## config.mk

```make
export PLATFORM = sky130hd
export DESIGN_NAME = gate_handoff_seq
export DESIGN_NICKNAME = d
export VERILOG_FILES = /design/src/rtl/gate_seq_pkg.sv /design/src/rtl/gate_span_timer.sv /design/src/rtl/gate_seq_core.sv /design/src/rtl/gate_handoff_seq.sv
export SDC_FILE = /design/constraint.sdc
export NUM_CORES = 1
export LEC_CHECK = 0
export BUFFER_PORTS_ARGS = -buffer_cell sky130_fd_sc_hd__buf_2
export CORE_AREA = 3 3 40 42
export DETAILED_ROUTE_END_ITERATION = 8
export DIE_AREA = 0 0 43 45
export PLACE_DENSITY = 0.75
export SLEW_MARGIN = 20
export SYNTH_ARGS = -nofsm -noshare
export SYNTH_HDL_FRONTEND = slang
export SYNTH_SLANG_ARGS = --single-unit
```

## constraint.sdc

```tcl
create_clock -name clk -period 2.72 [get_ports clk]
set_input_delay 0.408 -clock clk [delete_from_list [all_inputs] [get_ports clk]]
set_output_delay 0.408 -clock clk [all_outputs]
set_load 0.02 [all_outputs]
```

## src/rtl/gate_seq_pkg.sv

```systemverilog
package gate_seq_pkg;

   typedef enum logic [2:0] {
      ST_IDLE      = 3'd0,
      ST_HS_ON     = 3'd1,
      ST_WAIT_SW   = 3'd2,
      ST_LS_ON     = 3'd3,
      ST_WAIT_LSG  = 3'd4
   } seq_state_t;

   function automatic int unsigned cap_cycles(input int unsigned period,
                                              input int unsigned pct);
      return (period * pct) / 100;
   endfunction

endpackage

```

## src/rtl/gate_span_timer.sv

```systemverilog
module gate_span_timer #(
   parameter int unsigned LIMIT = 8
) (
   input  logic clk,
   input  logic rst_n,
   input  logic run,
   output logic done
);
   localparam int unsigned CW = (LIMIT > 1) ? $clog2(LIMIT) : 1;

   generate
      if (LIMIT <= 1) begin : g_single
         assign done = run;
      end else begin : g_count
         localparam logic [CW-1:0] LAST = CW'(LIMIT - 1);
         logic [CW-1:0] cnt;

         always_ff @(posedge clk) begin
            if (!rst_n || !run) begin
               cnt <= '0;
            end else if (cnt != LAST) begin
               cnt <= cnt + 1'b1;
            end
         end

         assign done = run && (cnt == LAST);

         AST_TIMER_STOPS_AT_LAST: assert property (@(posedge clk) disable iff (!rst_n)
            (run && done) |=> (!run || done));
      end
   endgenerate

endmodule

```

## src/rtl/gate_seq_core.sv

```systemverilog
module gate_seq_core
   import gate_seq_pkg::*;
(
   input  logic       clk,
   input  logic       rst_n,
   input  logic       pwm_cmd,
   input  logic       sw_low,
   input  logic       lsg_low,
   input  logic       run_en,
   input  logic       wd_done,
   input  logic       cap_done,
   output seq_state_t state
);
   seq_state_t nxt;
   logic       armed;

   always_comb begin
      nxt = state;
      unique case (state)
         ST_IDLE: begin
            if (pwm_cmd && armed) nxt = ST_WAIT_LSG;
         end
         ST_WAIT_LSG: begin
            if (!pwm_cmd)     nxt = ST_WAIT_SW;
            else if (lsg_low) nxt = ST_HS_ON;
         end
         ST_HS_ON: begin
            if (!pwm_cmd || cap_done) nxt = ST_WAIT_SW;
         end
         ST_WAIT_SW: begin
            if (sw_low || wd_done) nxt = ST_LS_ON;
         end
         ST_LS_ON: begin
            if (pwm_cmd && armed) nxt = ST_WAIT_LSG;
         end
         default: nxt = ST_IDLE;
      endcase
      if (!run_en) nxt = ST_IDLE;
   end

   always_ff @(posedge clk) begin
      if (!rst_n) begin
         state <= ST_IDLE;
         armed <= 1'b1;
      end else begin
         state <= nxt;
         if (!pwm_cmd) begin
            armed <= 1'b1;
         end else if (state == ST_HS_ON && cap_done) begin
            armed <= 1'b0;
         end
      end
   end

   AST_HS_ENTRY_NEEDS_LSG: assert property (@(posedge clk) disable iff (!rst_n)
      (state != ST_HS_ON) ##1 (state == ST_HS_ON) |-> $past(lsg_low));

   AST_LS_ENTRY_NEEDS_PROOF: assert property (@(posedge clk) disable iff (!rst_n)
      (state == ST_WAIT_SW) ##1 (state == ST_LS_ON) |-> ($past(sw_low) || $past(wd_done)));

   AST_NO_REARM_AFTER_CUT: assert property (@(posedge clk) disable iff (!rst_n)
      (state == ST_HS_ON && cap_done && pwm_cmd) |=> (state != ST_HS_ON));

endmodule

```

## src/rtl/gate_handoff_seq.sv

```systemverilog
module gate_handoff_seq
   import gate_seq_pkg::*;
#(
   parameter int unsigned PERIOD_CYCLES = 20,
   parameter int unsigned MAX_DUTY_PCT  = 80,
   parameter int unsigned WDOG_CYCLES   = 8
) (
   input  logic clk,
   input  logic rst_n,
   input  logic pwm_cmd,
   input  logic sw_low,
   input  logic lsg_low,
   input  logic run_en,
   input  logic ls_block,
   output logic hs_gate,
   output logic ls_gate
);
   localparam int unsigned MAX_HS = cap_cycles(PERIOD_CYCLES, MAX_DUTY_PCT);

   generate
      if (MAX_DUTY_PCT == 0 || MAX_DUTY_PCT > 100) begin : g_bad_pct
         $error("MAX_DUTY_PCT must lie in 1..100");
      end
      if (MAX_HS < 1) begin : g_bad_cap
         $error("PERIOD_CYCLES*MAX_DUTY_PCT/100 must be at least 1");
      end
      if (WDOG_CYCLES < 1) begin : g_bad_wd
         $error("WDOG_CYCLES must be at least 1");
      end
   endgenerate

   seq_state_t state;
   logic       wd_done;
   logic       cap_done;

   gate_span_timer #(.LIMIT(WDOG_CYCLES)) u_wdog (
      .clk   (clk),
      .rst_n (rst_n),
      .run   (state == ST_WAIT_SW),
      .done  (wd_done)
   );

   gate_span_timer #(.LIMIT(MAX_HS)) u_duty (
      .clk   (clk),
      .rst_n (rst_n),
      .run   (state == ST_HS_ON),
      .done  (cap_done)
   );

   gate_seq_core u_core (
      .clk      (clk),
      .rst_n    (rst_n),
      .pwm_cmd  (pwm_cmd),
      .sw_low   (sw_low),
      .lsg_low  (lsg_low),
      .run_en   (run_en),
      .wd_done  (wd_done),
      .cap_done (cap_done),
      .state    (state)
   );

   assign hs_gate = (state == ST_HS_ON);
   assign ls_gate = (state == ST_LS_ON) && !ls_block;

   AST_NO_SHOOT_THROUGH: assert property (@(posedge clk) disable iff (!rst_n)
      !(hs_gate && ls_gate));

   AST_DISABLE_FORCES_OFF: assert property (@(posedge clk) disable iff (!rst_n)
      !run_en |=> (!hs_gate && !ls_gate));

   AST_DUTY_CUT: assert property (@(posedge clk) disable iff (!rst_n)
      (hs_gate && cap_done) |=> !hs_gate);

   AST_HS_FALL_HANDS_OFF: assert property (@(posedge clk) disable iff (!rst_n)
      $fell(hs_gate) |-> !ls_gate);

endmodule

```

== Word-level counts from Yosys, hierarchy flattened ==
Cells that the tools add are included.

* $add $sub $neg: 2
* Eq/ne operators: 12
* Mux-type cells: 6
* Reduce and logical (&&, ||, !) cells: 19

{| class="wikitable"
|+ Operators with widths
! cell !! count
|-
| $mux 3 || 5
|-
| $pmux 3 s4 || 1
|-
| $eq 3x2->1 const B || 2
|-
| $eq 3x3->1 const B || 2
|-
| $ne 2x1->1 const B || 3
|-
| $ne 3x3->1 const B || 2
|-
| $logic_and 1x1->1 || 5
|-
| $logic_not 1->1 || 5
|-
| $add 4x1->4 const B || 1
|-
| $eq 4x4->1 const B || 1
|-
| $logic_or 1x1->1 || 4
|-
| $ne 4x4->1 const B || 1
|-
| $reduce_and 2->1 || 2
|-
| $reduce_and 4->1 || 1
|-
| $add 3x1->3 const B || 1
|-
| $eq 3x1->1 const B || 1
|-
| $logic_not 3->1 || 1
|-
| $reduce_or 2->1 || 1
|}

* Register bits: 11
* Input bits: 7
* Output and inout port bits: 2
* Word-level logic and storage cells: 43

== Logic depth before layout (Yosys ltp) ==
* Depth after elaboration: 5
* Mapped depth: 5
* Mapped depth without buffers: 5

== Hierarchy ==
From an unflattened synthesis, not the netlist that was laid out.

* Cell total of the unflattened synthesis: 64
* Area total of the unflattened synthesis: 650.6 sq um

{| class="wikitable"
|+ Modules (own cells, without submodules)
! module !! times used !! cells each !! area an instance (sq um) !! seq. area each (sq um)
|-
| gate_seq_core || 1 || 28 || 289.0 || 80.1
|-
| gate_span_timer (u_duty) || 1 || 20 || 197.7 || 80.1
|-
| gate_span_timer (u_wdog) || 1 || 13 || 136.4 || 60.1
|-
| gate_handoff_seq || 1 || 3 || 27.5 || 0.0
|}

== Worst setup path after synthesis ==
No wires, ideal clock.

* Kind: register to register
* From: register u_duty.g_count.cnt[0]
* To: register u_core.state[0]
* Library setup time: 70 ps
* Data arrival time: 1619 ps
* Data required time: 2650 ps
* Path slack: 1031 ps
* Stages on the path, launching flop included: 6
* Buffers on the path: 0
* Clock period less this slack: 1689 ps
* Cell sequence: dfxtp_1 -> ha_1 -> nand3_4 -> a32o_2 -> or4_1 -> a21oi_1

* Cells in the longest elaborated chain, start to end: 5

{| class="wikitable"
|+ Ends and longest elaborated chain
! element !! line !! text
|-
| start, declared || gate_span_timer.sv:16 || <nowiki>logic [CW-1:0] cnt;</nowiki>
|-
| start signal, assigned || gate_span_timer.sv:22 || <nowiki>cnt <= cnt + 1'b1;</nowiki>
|-
| $eq 4x4->1 || gate_span_timer.sv:26 || <nowiki>assign done = run && (cnt == LAST);</nowiki>
|-
| $logic_and 1x1->1 || gate_span_timer.sv:26 ||
|-
| $logic_or 1x1->1 || gate_seq_core.sv:28 || <nowiki>if (!pwm_cmd || cap_done) nxt = ST_WAIT_SW;</nowiki>
|-
| $ne 2x1->1 (no line) || - ||
|-
| $reduce_and 4->1 (no line) || - ||
|-
| end signal, assigned || gate_seq_core.sv:46 || <nowiki>state <= nxt;</nowiki>
|-
| end, declared || gate_seq_core.sv:12 || <nowiki>output seq_state_t state</nowiki>
|}

No other way between the ends.
A chain may end at the register's enable or synchronous reset.

== Worst setup path after layout ==
Same ends and word-level chain as after synthesis.

==> out/qor.log <==
qor: drt.postRouteWirelength 1200 µm
qor: critical_path.critPathLaunchType flip-flop
qor: floorplan.fp.dieH 45 µm
qor: floorplan.top_level_ports 9
qor: layout.nFillCells 124
qor: clock_network.ctsResizeCount 0
qor: power_and_ir_drop.pwr-share-seq 54.2%
qor: global_routing.grt_antenna_before_repair 0
qor: clock_network.cts-root-buf sky130_fd_sc_hd__clkbuf_4
qor: drt.detailed_route_via_count 546
qor: critical_path.critPathKind flip-flop to flip-flop
qor: drt.final_antenna_net_count 0
qor: critical_path.end_kind flip-flop
qor: power_and_ir_drop.power_switching 74.6 µW
qor: run.number_of_violations_of_the_max_capacitance_limit 0
qor: global_routing.grt-ovfl-total 0
qor: clock_network.cts_sinks 11
qor: timing.achievable-frequency 555 MHz
qor: drt.routed_wire_per_std_cell 12.5 µm
qor: global_routing.via_count_of_the_first_global_routing_pass 452
qor: power_and_ir_drop.max-vdd-ir-drop 0.323 mV
qor: timing.period_minus_slack 1800 ps
qor: clock_network.worst_path_clk_slew 70 ps
qor: timing.report.final.setup_viol 0
qor: layout.fin_area 704 µm²
qor: yosys.synth-seq-cells 11
qor: timing.fin_tns_setup 0 ps
qor: yosys.yosys_most_used_dff sky130_fd_sc_hd__dfxtp_1
qor: floorplan.rows 13
qor: timing.tightest_slew 486 ps
qor: placed_design.numPlacedInstances 92
qor: worst_hold_path.min_delay_worst_endpoint u_core.armed$_SDFFE_PN1P_
qor: floorplan.fp.dieArea 1940 µm²
qor: global_routing.grt_util_all_layers 14.8%
qor: power_and_ir_drop.cellLeakagePower 0.291 nW
qor: layout.drive_gt1_share 19.8%
qor: floorplan.dieWidth 43 µm
qor: yosys.area_share_of_the_leading_cell_type_in_the_synthesized_netlist 34.5%
qor: yosys.async_flop_share 0%
qor: power_and_ir_drop.clock_power_share 36.1%
qor: power_and_ir_drop.power.internal 235 µW
qor: critical_path.r2r_end u_core.state[0]$_SDFFE_PN0P_
qor: global_routing.grt_max_degree 12
qor: clock_network.clockBufferDepth 2
qor: critical_path.timing.reg2reg.worst_path_depth 5
qor: yosys.post_synth.cell_area_avg 8.99 µm²
qor: yosys.ys.warnings.count 0
qor: yosys.number_of_standard_cells_after_synthesis 71
qor: yosys.yosysUniqueCellTypes 29
qor: floorplan.core 1280 µm²
qor: timing.timing.slew.headroom 67.6%
qor: clock_network.post_cts_buffers 0
qor: worst_hold_path.hold_path.class input port to flip-flop
qor: outcome.result_of_the_run finished clean
qor: timing.final_max_slew_viol_count 0
qor: critical_path.rrSetupSlack 920 ps
qor: global_routing.grt_first_pass_wirelength 2030 µm
qor: drt.post_route_drc_violation_count 0
qor: layout.final_net_count 92
qor: critical_path.arrival 2010 ps
qor: worst_hold_path.hold-path-cell-count 2
qor: yosys.synth_top_cell_by_area sky130_fd_sc_hd__dfxtp_1
qor: drt.drt-vias-per-instance 5.69
qor: yosys.synth.yosys.seq_area_share 34.5%
qor: floorplan.start_util 49.7%
qor: yosys.netlist_area 638 µm²
qor: critical_path.crit_required 2920 ps
qor: clock_network.tritoncts.num_buffers 3
qor: timing.grt_setup_unrepaired no
qor: clock_network.postCtsHoldBufs 0
qor: yosys.post-synth-top-count-cell sky130_fd_sc_hd__dfxtp_1
qor: drt.dr.pass1.iters 4
qor: yosys.count_of_flip_flops_with_a_built_in_enable_after_synthesis 0
qor: placed_design.dp_hpwl 926 µm
qor: placed_design.place_congestion 0.827
qor: timing.fin_worst_skew 0.599 ps
qor: clock_network.htree_num_levels 1
qor: layout.final-instance-count-excl-fill 96
qor: power_and_ir_drop.netSwitchingFraction 24.1%
qor: worst_hold_path.timing.hold.worst.start rst_n
qor: power_and_ir_drop.cellPowerDensity 439 nW/µm²
qor: timing.fin_worst_hold_slack 363 ps
qor: critical_path.crit_fanout 5
qor: timing.final_hold_viol_count 0
qor: timing.final_min_period_over_clock_period 66.3%
qor: yosys.synth_top_cells_by_area sky130_fd_sc_hd__dfxtp_1 35%, sky130_fd_sc_hd__ha_1 5.9%, sky130_fd_sc_hd__nor2_1 5.9%, sky130_fd_sc_hd__mux2i_1 4.7%, sky130_fd_sc_hd__nor3b_1 3.5%
qor: power_and_ir_drop.power.combinational.fraction 9.7%
qor: drt.drt_first_iter_violations 14
qor: critical_path.rr_startpoint u_duty.g_count.cnt[0]$_SDFFE_PP0N_
qor: layout.area_growth 10.4%
qor: layout.antennaDiodeCount 0
qor: yosys.synth_nets 81
qor: placed_design.placement.io_buffers 8
qor: yosys.synth.cells.most_frequent 11 x sky130_fd_sc_hd__dfxtp_1, 10 x sky130_fd_sc_hd__nor2_1, 5 x sky130_fd_sc_hd__nand2_1
qor: clock_network.cts_tree yes
qor: clock_network.clock_latency 270 ps
qor: placed_design.dpl_cell_area 678 µm²
==> cells in the final DEF, fill, tap and decap left out, drive strengths merged, types with 2 or more instances in the layout <==
cell type,n
a21oi,3
a31oi,2
buf,8
clkbuf,4
dfxtp,11
ha,3
mux2i,3
nand2,5
nand2b,2
nand3,3
nand4b,2
nor2,10
nor2b,4
nor3,3
nor3b,3
o31ai,3
or4,2
==> critical path: stages, from the launching register on <==
cell and delay, ps:
sky130_fd_sc_hd__dfxtp_1 380, sky130_fd_sc_hd__ha_1 270, sky130_fd_sc_hd__nand3_4 130, sky130_fd_sc_hd__a32o_2 300
sky130_fd_sc_hd__or4_1 520, sky130_fd_sc_hd__a21oi_1 140
==> power by group through the flow <==
| stage | Sequential [mW] | Combinational, mW | Clock, mW |
|---|---|---|---|
| floorplan | 0.168 | 0.0248 | 0 |
| global placement | 0.171 | 0.0289 | 0 |
| detailed placement | 0.172 | 0.0294 | 0 |
| CTS | 0.168 | 0.0296 | 0.120 |
| global route | 0.169 | 0.0330 | 0.129 |
| finish | 0.168 | 0.0300 | 0.112 |
==> layout make-up <==
type                    instances  area, µm²  area share, %
repair buffers                  8       40.0           5.68
flip-flops and latches         11        220           31.3
multi-input cells              57        395           56.1
inverters                       1       3.75          0.533
clock buffers                   4       26.3           3.73
well taps                      15       18.8           2.66
==> metal layers <==
layer  vias up  routed length (µm)  global-route usage (%)
li1        280                   -                       -
met4         0                  11                    9.04
met5         -                   0                       0
met2         7                 562                    19.2
met3         2                  46                    7.17
met1       257                 583                    19.4
==> logic make-up after synthesis <==
logic type                 after synthesis  share of synthesized area (%)
and+or+nand+nor                         37                           33.9
buffers and inverters                    3                           3.53
adders and majority gates                3                           5.88
AOI/OAI and AO/OA                       12                           14.7
xor gates and xnor gates                 2                           2.75
muxes                                    3                           4.71
DFF                                     11                           34.5
==> sequential cells by signal, indices dropped and copies added (netlist names) <==
| name | cells |
|---|---|
| u_wdog.g_count.cnt | 3 |
| u_core.armed | 1 |
| u_core.state | 3 |
| u_duty.g_count.cnt | 4 |
==> per-stage QoR <==
stage                     util [%]  power (mW)  worst slack [ps]
after floorplan                  -       0.193              1030
after global placement        52.8       0.200               994
after detailed placement      52.8       0.201               929
after CTS                     54.8       0.317               903
after global routing          54.8       0.330               824
final                         54.8       0.309               917
==> how the worst max path moves through the flow <==
stage | slack (ps) | cells after the start | from | endpoint
after floorplan | 1030 | 5 | u_duty.g_count.cnt[0]$_SDFFE_PP0N_ | u_core.state[0]$_SDFFE_PN0P_
after global placement | 990 | 5 | u_duty.g_count.cnt[0]$_SDFFE_PP0N_ | u_core.state[0]$_SDFFE_PN0P_
after detailed placement | 930 | 5 | u_duty.g_count.cnt[0]$_SDFFE_PP0N_ | u_core.state[0]$_SDFFE_PN0P_
after CTS | 900 | 5 | u_duty.g_count.cnt[0]$_SDFFE_PP0N_ | u_core.state[0]$_SDFFE_PN0P_
after global routing | 820 | 5 | u_duty.g_count.cnt[0]$_SDFFE_PP0N_ | u_core.state[0]$_SDFFE_PN0P_
final | 920 | 5 | u_duty.g_count.cnt[0]$_SDFFE_PP0N_ | u_core.state[0]$_SDFFE_PN0P_
No activity file was read; power rests on OpenSTA's default activity.
